$ cat src/rtl/rtcc_pkg.sv
package rtcc_pkg;

    typedef enum logic [2:0] {
        A_SEC   = 3'd0,
        A_MIN   = 3'd1,
        A_HOUR  = 3'd2,
        A_WDAY  = 3'd3,
        A_DATE  = 3'd4,
        A_MONTH = 3'd5,
        A_YEAR  = 3'd6,
        A_NONE  = 3'd7
    } reg_addr_e;

    typedef struct packed {
        logic       halt;
        logic [6:0] sec;
        logic [7:0] min;
        logic [7:0] hour;
    } clock_t;

    typedef struct packed {
        logic [7:0] wday;
        logic [7:0] date;
        logic [7:0] month;
        logic [7:0] year;
    } cal_t;

    // Step a packed BCD byte; the low digit carries only from exactly 9.
    function automatic logic [7:0] bcd_step(input logic [7:0] v);
        logic [3:0] hi;
        logic [3:0] lo;
        hi = v[7:4];
        lo = v[3:0];
        if (lo == 4'h9) begin
            hi = hi + 4'h1;
            lo = 4'h0;
        end else begin
            lo = lo + 4'h1;
        end
        return {hi, lo};
    endfunction

    // A two-digit BCD year is a multiple of four when the tens digit is even
    // and the units digit is 0, 4 or 8, or the tens digit is odd and the
    // units digit is 2 or 6.
    function automatic logic is_leap(input logic [7:0] y);
        if (y[4])
            return (y[3:0] == 4'h2) || (y[3:0] == 4'h6);
        else
            return (y[3:0] == 4'h0) || (y[3:0] == 4'h4) || (y[3:0] == 4'h8);
    endfunction

    function automatic logic [7:0] last_date(input logic [7:0] m, input logic [7:0] y);
        case (m)
            8'h02:                      return is_leap(y) ? 8'h29 : 8'h28;
            8'h04, 8'h06, 8'h09, 8'h11: return 8'h30;
            default:                    return 8'h31;
        endcase
    endfunction

endpackage

$ cat src/rtl/rtcc_prescale.sv
module rtcc_prescale #(
    parameter int TICKS_PER_SEC = 32768
) (
    input  logic clk,
    input  logic rst,
    input  logic osc_en,
    input  logic run,
    input  logic clr,
    output logic tick
);
    localparam int CW = (TICKS_PER_SEC > 2) ? $clog2(TICKS_PER_SEC) : 1;
    localparam logic [CW-1:0] LAST = CW'(TICKS_PER_SEC - 1);

    logic [CW-1:0] cnt;

    assign tick = run && osc_en && (cnt == LAST);

    always_ff @(posedge clk) begin
        if (rst || clr)
            cnt <= '0;
        else if (tick)
            cnt <= '0;
        else if (run && osc_en)
            cnt <= cnt + 1'b1;
    end


    restart_gap_chk: assert property (@(posedge clk) disable iff (rst)
        clr |=> !tick);


    idle_hold_chk: assert property (@(posedge clk) disable iff (rst)
        (!osc_en && !clr) |=> $stable(cnt));

endmodule

$ cat src/rtl/rtcc_clock.sv
module rtcc_clock
    import rtcc_pkg::*;
(
    input  logic       clk,
    input  logic       rst,
    input  logic       tick,
    input  logic       wr_en,
    input  reg_addr_e  wr_addr,
    input  logic [7:0] wr_data,
    output clock_t     q,
    output logic       day_carry
);
    logic [7:0] sec_stepped;
    logic [7:0] min_stepped;
    logic [7:0] hour_stepped;
    logic       sec_roll;
    logic       min_roll;
    logic       hour_last;
    logic [7:0] sec_n;
    logic [7:0] min_n;
    logic [7:0] hour_n;

    always_comb begin
        sec_stepped  = bcd_step({1'b0, q.sec});
        min_stepped  = bcd_step(q.min);
        hour_stepped = bcd_step(q.hour);
        sec_roll     = (q.sec == 7'h59);
        min_roll     = sec_roll && (q.min == 8'h59);
        sec_n        = sec_roll ? 8'h00 : sec_stepped;
        min_n        = (q.min == 8'h59) ? 8'h00 : min_stepped;
        if (q.hour[6]) begin
            hour_last = (q.hour[4:0] == 5'h11) && q.hour[5];
            if (q.hour[4:0] == 5'h12)
                hour_n = {q.hour[7:5], 5'h01};
            else if (q.hour[4:0] == 5'h11)
                hour_n = {q.hour[7:6], ~q.hour[5], 5'h12};
            else
                hour_n = {q.hour[7:5], hour_stepped[4:0]};
        end else begin
            hour_last = (q.hour[5:0] == 6'h23);
            hour_n    = hour_last ? {q.hour[7:6], 6'h00}
                                  : {q.hour[7:6], hour_stepped[5:0]};
        end
        day_carry = tick && min_roll && hour_last;
    end

    always_ff @(posedge clk) begin
        if (rst) begin
            q.halt <= 1'b1;
            q.sec  <= 7'h00;
            q.min  <= 8'h00;
            q.hour <= 8'h00;
        end else begin
            if (tick) begin
                q.sec <= sec_n[6:0];
                if (sec_roll) q.min  <= min_n;
                if (min_roll) q.hour <= hour_n;
            end
            if (wr_en) begin
                case (wr_addr)
                    A_SEC: begin
                        q.halt <= wr_data[7];
                        q.sec  <= wr_data[6:0];
                    end
                    A_MIN:   q.min  <= wr_data;
                    A_HOUR:  q.hour <= wr_data;
                    default: ;
                endcase
            end
        end
    end


    halt_freeze_chk: assert property (@(posedge clk) disable iff (rst)
        (q.halt && !wr_en) |=> $stable(q));


    sec_wrap_chk: assert property (@(posedge clk) disable iff (rst)
        (tick && q.sec == 7'h59 && !(wr_en && wr_addr == A_SEC)) |=> (q.sec == 7'h00));


    hour_wrap_chk: assert property (@(posedge clk) disable iff (rst)
        (day_carry && !q.hour[6] && !(wr_en && wr_addr == A_HOUR)) |=> (q.hour[5:0] == 6'h00));

endmodule

$ cat src/rtl/rtcc_calendar.sv
module rtcc_calendar
    import rtcc_pkg::*;
(
    input  logic       clk,
    input  logic       rst,
    input  logic       day_tick,
    input  logic       wr_en,
    input  reg_addr_e  wr_addr,
    input  logic [7:0] wr_data,
    output cal_t       q
);
    logic       date_roll;
    logic       month_roll;
    logic [7:0] wday_n;
    logic [7:0] date_n;
    logic [7:0] month_n;
    logic [7:0] year_n;

    always_comb begin
        wday_n     = (q.wday == 8'h07) ? 8'h01 : q.wday + 8'h01;
        date_roll  = (q.date == last_date(q.month, q.year));
        month_roll = date_roll && (q.month == 8'h12);
        date_n     = date_roll ? 8'h01 : bcd_step(q.date);
        month_n    = (q.month == 8'h12) ? 8'h01 : bcd_step(q.month);
        year_n     = (q.year == 8'h99) ? 8'h00 : bcd_step(q.year);
    end

    always_ff @(posedge clk) begin
        if (rst) begin
            q.wday  <= 8'h01;
            q.date  <= 8'h01;
            q.month <= 8'h01;
            q.year  <= 8'h00;
        end else begin
            if (day_tick) begin
                q.wday <= wday_n;
                q.date <= date_n;
                if (date_roll)  q.month <= month_n;
                if (month_roll) q.year  <= year_n;
            end
            if (wr_en) begin
                case (wr_addr)
                    A_WDAY:  q.wday  <= wr_data;
                    A_DATE:  q.date  <= wr_data;
                    A_MONTH: q.month <= wr_data;
                    A_YEAR:  q.year  <= wr_data;
                    default: ;
                endcase
            end
        end
    end


    wday_range_chk: assert property (@(posedge clk) disable iff (rst)
        (day_tick && q.wday >= 8'h01 && q.wday <= 8'h07 && !(wr_en && wr_addr == A_WDAY))
        |=> (q.wday >= 8'h01 && q.wday <= 8'h07));


    year_wrap_chk: assert property (@(posedge clk) disable iff (rst)
        (day_tick && q.month == 8'h12 && q.date == 8'h31 && q.year == 8'h99 && !wr_en)
        |=> (q.year == 8'h00 && q.month == 8'h01 && q.date == 8'h01));


    wday_still_chk: assert property (@(posedge clk) disable iff (rst)
        (!day_tick && !wr_en) |=> $stable(q.wday));

endmodule

$ cat src/rtl/rtcc_top.sv
module rtcc_top
    import rtcc_pkg::*;
#(
    parameter int TICKS_PER_SEC = 32768
) (
    input  logic       clk,
    input  logic       rst,
    input  logic       osc_en,
    input  logic       wr_en,
    input  logic [2:0] wr_addr,
    input  logic [7:0] wr_data,
    input  logic [2:0] rd_addr,
    output logic [7:0] rd_data,
    output logic       sec_tick
);
    reg_addr_e waddr;
    clock_t    clk_q;
    cal_t      cal_q;
    logic      day_carry;
    logic      sec_wr;

    assign waddr  = reg_addr_e'(wr_addr);
    assign sec_wr = wr_en && (waddr == A_SEC);

    rtcc_prescale #(.TICKS_PER_SEC(TICKS_PER_SEC)) u_pre (
        .clk    (clk),
        .rst    (rst),
        .osc_en (osc_en),
        .run    (!clk_q.halt),
        .clr    (sec_wr),
        .tick   (sec_tick)
    );

    rtcc_clock u_clock (
        .clk       (clk),
        .rst       (rst),
        .tick      (sec_tick),
        .wr_en     (wr_en),
        .wr_addr   (waddr),
        .wr_data   (wr_data),
        .q         (clk_q),
        .day_carry (day_carry)
    );

    rtcc_calendar u_cal (
        .clk      (clk),
        .rst      (rst),
        .day_tick (day_carry),
        .wr_en    (wr_en),
        .wr_addr  (waddr),
        .wr_data  (wr_data),
        .q        (cal_q)
    );

    always_comb begin
        case (reg_addr_e'(rd_addr))
            A_SEC:   rd_data = {clk_q.halt, clk_q.sec};
            A_MIN:   rd_data = clk_q.min;
            A_HOUR:  rd_data = clk_q.hour;
            A_WDAY:  rd_data = cal_q.wday;
            A_DATE:  rd_data = cal_q.date;
            A_MONTH: rd_data = cal_q.month;
            A_YEAR:  rd_data = cal_q.year;
            default: rd_data = 8'h00;
        endcase
    end


    tick_halt_chk: assert property (@(posedge clk) disable iff (rst)
        sec_tick |-> !clk_q.halt);


    wr_wins_chk: assert property (@(posedge clk) disable iff (rst)
        (wr_en && waddr == A_MIN) |=> (clk_q.min == $past(wr_data)));

endmodule

$ cat config.mk
export PLATFORM = sky130hd
export DESIGN_NAME = rtcc_top
export DESIGN_NICKNAME = d
export VERILOG_FILES = /design/src/rtl/rtcc_pkg.sv /design/src/rtl/rtcc_prescale.sv /design/src/rtl/rtcc_clock.sv /design/src/rtl/rtcc_calendar.sv /design/src/rtl/rtcc_top.sv
export SDC_FILE = /design/constraint.sdc
export NUM_CORES = 1
export LEC_CHECK = 0
export ABC_CLOCK_PERIOD_IN_PS = 5710
export BUFFER_PORTS_ARGS = -buffer_cell sky130_fd_sc_hd__buf_4
export CORE_MARGIN = 4
export CORE_UTILIZATION = 60
export DETAILED_ROUTE_END_ITERATION = 16
export PLACE_DENSITY_LB_ADDON = 0.1
export SYNTH_ARGS = -nofsm -noshare
export SYNTH_HDL_FRONTEND = slang
export SYNTH_SLANG_ARGS = --single-unit
$ cat constraint.sdc
create_clock -name clk -period 5.71 [get_ports clk]
set_clock_uncertainty 0.15 [all_clocks]
set_input_delay 1.142 -clock clk [delete_from_list [all_inputs] [get_ports clk]]
set_output_delay 1.142 -clock clk [all_outputs]
set_load 0.02 [all_outputs]
Word-level counts from Yosys, hierarchy flattened
Cells that the tools add are included.
{"block": "word_totals", "romBits": 0, "mem_count": 0, "ramBits": 0, "output_inout_bits": 9, "register_bits": 71, "elab_cells": 123, "latch_bits": 0, "inputBits": 18}
{"block": "op_classes", "bitwise_logic": 1, "mux": 43, "addsub": 14, "order_cmp": 0, "div_mod_pow": 0, "reduce_logical": 19, "n_eq_ne": 37, "n_mul": 0, "shift": 0}
{"op": "$mux W8", "n": 14}
{"op": "$mux W32", "n": 2}
{"op": "$pmux W8 S7", "n": 1}
{"op": "$mux W23", "n": 2}
{"op": "$add A4 B1 Y4 const B", "n": 10}
{"op": "$mux W4", "n": 10}
{"op": "$eq A4 B4 Y1 const B", "n": 7}
{"op": "$mux W7", "n": 4}
{"op": "$eq A8 B3 Y1 const B", "n": 3}
{"op": "$eq A3 B3 Y1 const B", "n": 6}
{"op": "$mux W6", "n": 3}
{"op": "$eq A8 B5 Y1 const B", "n": 2}
{"op": "$pmux W8 S2", "n": 1}
{"op": "$add A15 B1 Y15 const B", "n": 1}
{"op": "$eq A15 B15 Y1 const B", "n": 1}
{"op": "$eq A3 B2 Y1 const B", "n": 4}
{"op": "$eq A5 B5 Y1 const B", "n": 2}
{"op": "$add A8 B1 Y8 const B", "n": 1}
{"op": "$eq A4 B3 Y1 const B", "n": 2}
{"op": "$eq A8 B2 Y1 const B", "n": 1}
{"op": "$eq A8 B4 Y1 const B", "n": 1}
{"op": "$eq A8 B7 Y1 const B", "n": 1}
{"op": "$eq A8 B8 Y1", "n": 1}
{"op": "$eq A8 B8 Y1 const B", "n": 1}
{"op": "18 further kinds", "n": 33}

Longest topological paths before layout
{"block": "logic_depth", "depth_word": 13, "depth_mapped": 12, "ltp_nobuf": 9}

Cells and area by module
From an unflattened synthesis, not the netlist that was laid out.
{"block": "unflattened", "hier_cells": 629, "hier_area_um2": 5133.7}
{"mod": "rtcc_calendar", "cells_per_inst": 281, "n_inst": 1, "seq_area_each_um2": 640.6, "area_each_um2": 2234.6}
{"mod": "rtcc_clock", "cells_per_inst": 197, "n_inst": 1, "seq_area_each_um2": 480.5, "area_each_um2": 1595.3}
{"mod": "rtcc_prescale", "cells_per_inst": 80, "n_inst": 1, "seq_area_each_um2": 300.3, "area_each_um2": 711.9}
{"mod": "rtcc_top", "cells_per_inst": 71, "n_inst": 1, "seq_area_each_um2": 0.0, "area_each_um2": 591.8}

Worst setup path before layout
Ideal clock, no wire load.
{"block": "synth_timing", "path_type": "in2out", "start": "in rd_addr[1]", "end": "out rd_data[4]", "cell_stages": 4, "t_arrival_ns": 2.499, "n_path_buf": 2, "t_required_ns": 4.418, "slack_ns": 1.919, "cell_sequence": "buf_1 clkbuf_1 mux4_2 mux2_2"}
{"block": "synth_via", "elab_chain_len": 2, "word_cells_on_any_way": 8, "cone_classes": "eq/ne (6); mux (1); reduce/logical (1)"}
{"element": "from (decl)", "line_no": "rtcc_top.sv:12", "source": "input logic [2:0] rd_addr,"}
{"element": "$eq A3 B3 Y1 (tied with other cells)", "line_no": "rtcc_top.sv:56", "source": "case (reg_addr_e'(rd_addr))"}
{"element": "$pmux W8 S7 (*)", "line_no": "rtcc_top.sv:56"}
{"element": "to (decl)", "line_no": "rtcc_top.sv:13", "source": "output logic [7:0] rd_data,"}
Mark *: on every way between the ends. The rest lies on a longest branch, timed or not.

Worst setup path after layout
{"block": "layout_timing", "start": "in rd_addr[1]", "end": "out rd_data[6]"}
Same word-level chain as after synthesis.

==> results.yml <==
run_status:
  outcome: "finished clean"
clocking:
  cts_tree: "built"
  cts_buffer_depth: 2
  cts_sinks: 71
  cts.repair.resized: 0
  cts-root-buf: "clkbuf_8"
  cts_buffers: 9
  ctsHtreeMaxLevel: 3
  ctsHoldBuffers: 0
  clk_latency_ps: 350
  clk_pin_slew_ps: 80
  postCtsSetupBuffers: 0
synthesis:
  post-synth-top-count-cell: "nor2_1"
  syn_nets: 646
  synth_compound_area_frac: 0.210
  yosys_warnings: 0
  synth-seq-cells: 71
  synthArstFlopShare: 0
  synth_cells: 608
  ys_types: 69
  synth-seq-area-share: 0.288
  postSynthAreaPerCell_um2: 8.13
  synth_area_leaders: "dfxtp_1 29%, nor2_1 6.0%, ha_1 5.1%, mux2i_1 4.1%, nand2_1 3.9%"
  synth_top_area_frac: 0.288
  synth_top_family_by_area: "simple AND/OR/NAND/NOR gates"
  synthAdderAreaFrac: 0.0506
  synthTopCellsByCount: "79 x nor2_1, 71 x dfxtp_1, 51 x nand2_1, 29 x o21ai_0, 24 x inv_1"
  synth_flop_cell: "dfxtp_1"
  synthSimpleGateAreaFrac: 0.277
  synth_xor_area_frac: 0.0408
  muxShareOfSynthArea: 0.0906
  syn-cell-area_mm2: 0.00494
  yosysTopAreaCell: "dfxtp_1"
  synth_edf_count: 0
global_routing:
  grt_usage: 0.291
  grt_pass1_wl_mm: 22.8
  grt_overflow: 0
  grt_pass1_vias: 4489
  antenna_found_initial: 0
  grt_max_degree: 59
power:
  power_mw: 1.12
  powerDensity_mw_per_mm2: 208
  p_sw_mw: 0.300
  peakVddDrop_uv: 112
  clkPwrFrac: 0.416
  p_leak_nw: 1.84
  p_int_mw: 0.815
  seqPwrFrac: 0.475
  sw_frac_of_total: 0.269
  combPwrFrac: 0.109
flow_run:
  cap_violations: 0
timing:
  max_slew_margin: 0.138
  tightest_slew_ps: 1280
  fin_crit_sh: 0.649
  max_freq_ghz: 0.270
  slew_viol_final: 0
  setup_viol: 0
  finalCriticalPeriod_ps: 3710
  setup_tns_ps: 0
  rsz0062_at_grt: "false"
  hold_ws_ps: 317
  final_hold_viol_count: 0
placement:
  portBuffers: 26
  gp_routability_congestion: 0.988
  dpl-instance-area_mm2: 0.00514
  dp.final_hpwl_mm: 10.1
routing:
  vias_per_cell: 6.70
  first_pass_iters: 6
  wl_met1_mm: 6.00
  ant_nets: 0
  top_layer: "met4"
  vias: 4849
  drc: 0
  wl_per_cell_um: 19.5
  initialDrtViolationCount: 466
  wl_met3_mm: 1.35
  wl_met2_mm: 6.29
  routed_wl_mm: 14.1
die:
  ios: 27
  fp.dieW_um: 98.8
  start_util: 0.627
  core-area_mm2: 0.00789
  dieArea_mm2: 0.00975
  num_rows: 32
  die_h_um: 98.8
setup_path:
  worst_r2r_path_depth: 7
  start_kind: "primary input"
  critPathRequiredTime_ps: 4420
  critPathArrivalTime_ps: 2410
  cp_max_fo: 21
  r2r_setup_slack_ps: 2010
  worst_setup_path_end_kind: "output port"
  regToRegStartpoint: "u_clock.q[5]$_SDFF_PP0_"
  critPathKind: "primary input to output port"
  r2r-end: "u_cal.q[2]$_SDFF_PP0_"
cells_and_area:
  finalInstanceArea_mm2: 0.00537
  drive_gt1_frac: 0.119
  areaGrowthSynthToFinish_pct: 8.56
  antennaDiodeCount: 0
  fillers: 693
  nets: 655
min_path:
  hp-start: "u_clock.q[7]$_SDFFE_PP0P_"
  hold_path_depth: 2
  hold_path.class: "flip-flop to flip-flop"
  min_to: "u_clock.q[7]$_SDFFE_PP0P_"
sequential cells by signal, summed over array words and instances (netlist names):
name / cells
u_cal.q: 32
u_clock.q: 24
u_pre.cnt: 15
metrics by stage:
| step | util | setup slack [ps] | cells |
|---|---|---|---|
| 4_1_cts | 0.680 | 2010 | 724 |
| 3_5_place_dp | 0.652 | 1890 | 708 |
| 5_1_grt | 0.680 | 1760 | 724 |
| 6_report | 0.680 | 2000 | 724 |
| 3_3_place_gp | 0.652 | 1930 | 708 |
| 2_1_floorplan | - | 1920 | 608 |
cell type report:
class,instances,area [um^2],share of cell area
inverter,24,90.1,0.0168
tap,102,128,0.0238
timing repair buffer,26,195,0.0364
clock inverter,5,81.3,0.0152
multi-input combinational,485,3310,0.617
clock buffer,11,141,0.0264
sequential,71,1420,0.265
routing by layer:
layer,track usage,vias up
met3,0.0722,48
li1,-,2290
met4,0.120,0
met5,0,-
met2,0.450,240
met1,0.388,2271
worst max path at each step:
stage / startpoint / end / slack (ps)
6_report: rd_addr[1] / rd_data[6] / 2000
2_1_floorplan: rd_addr[1] / rd_data[4] / 1920
5_1_grt: u_clock.q[5]$_SDFF_PP0_ / u_cal.q[2]$_SDFF_PP0_ / 1760
4_1_cts: rd_addr[1] / rd_data[1] / 2010
3_5_place_dp: osc_en / u_cal.q[17]$_SDFF_PP0_ / 1890
3_3_place_gp: osc_en / u_cal.q[17]$_SDFF_PP0_ / 1930
power by group through the flow:
| stage | combinational, mW | clock (mW) | sequential [mW] |
|---|---|---|---|
| final | 0.122 | 0.464 | 0.530 |
| after floorplan | 0.0818 | 0 | 0.530 |
| after detailed placement | 0.119 | 0 | 0.540 |
| after global placement | 0.117 | 0 | 0.540 |
| after CTS | 0.120 | 0.465 | 0.529 |
| after global routing | 0.133 | 0.490 | 0.532 |
cell families after synthesis:
kind of cell	count (synthesis)
buffers and inverters	52
multiplexers	36
AND/OR/NAND/NOR	264
AO/OA/AOI/OAI	142
flip-flops	71
XOR/XNOR	23
adder cells (fa/ha/maj)	20
critical path: stages:
cell	delay (ps)
buf_4	260
mux2_2	390
a22oi_1	240
o221ai_1	180
buf_4	200
cells in the final DEF, fill, tap and decap left out, drive strengths merged, types with 13 or more instances in the layout:
cell | Yosys | layout
ha | 20 | 20
o21ai | 30 | 30
xnor2 | 15 | 15
inv | 24 | 24
a311oi | 17 | 17
nand3 | 23 | 23
nor2b | 14 | 14
nor2 | 79 | 79
nand2 | 51 | 51
dfxtp | 71 | 71
buf | 5 | 26
mux2i | 20 | 20
a211oi | 23 | 23
a21oi | 21 | 21
nand4 | 13 | 13
Note: power is estimated with default switching activity, not from simulation.
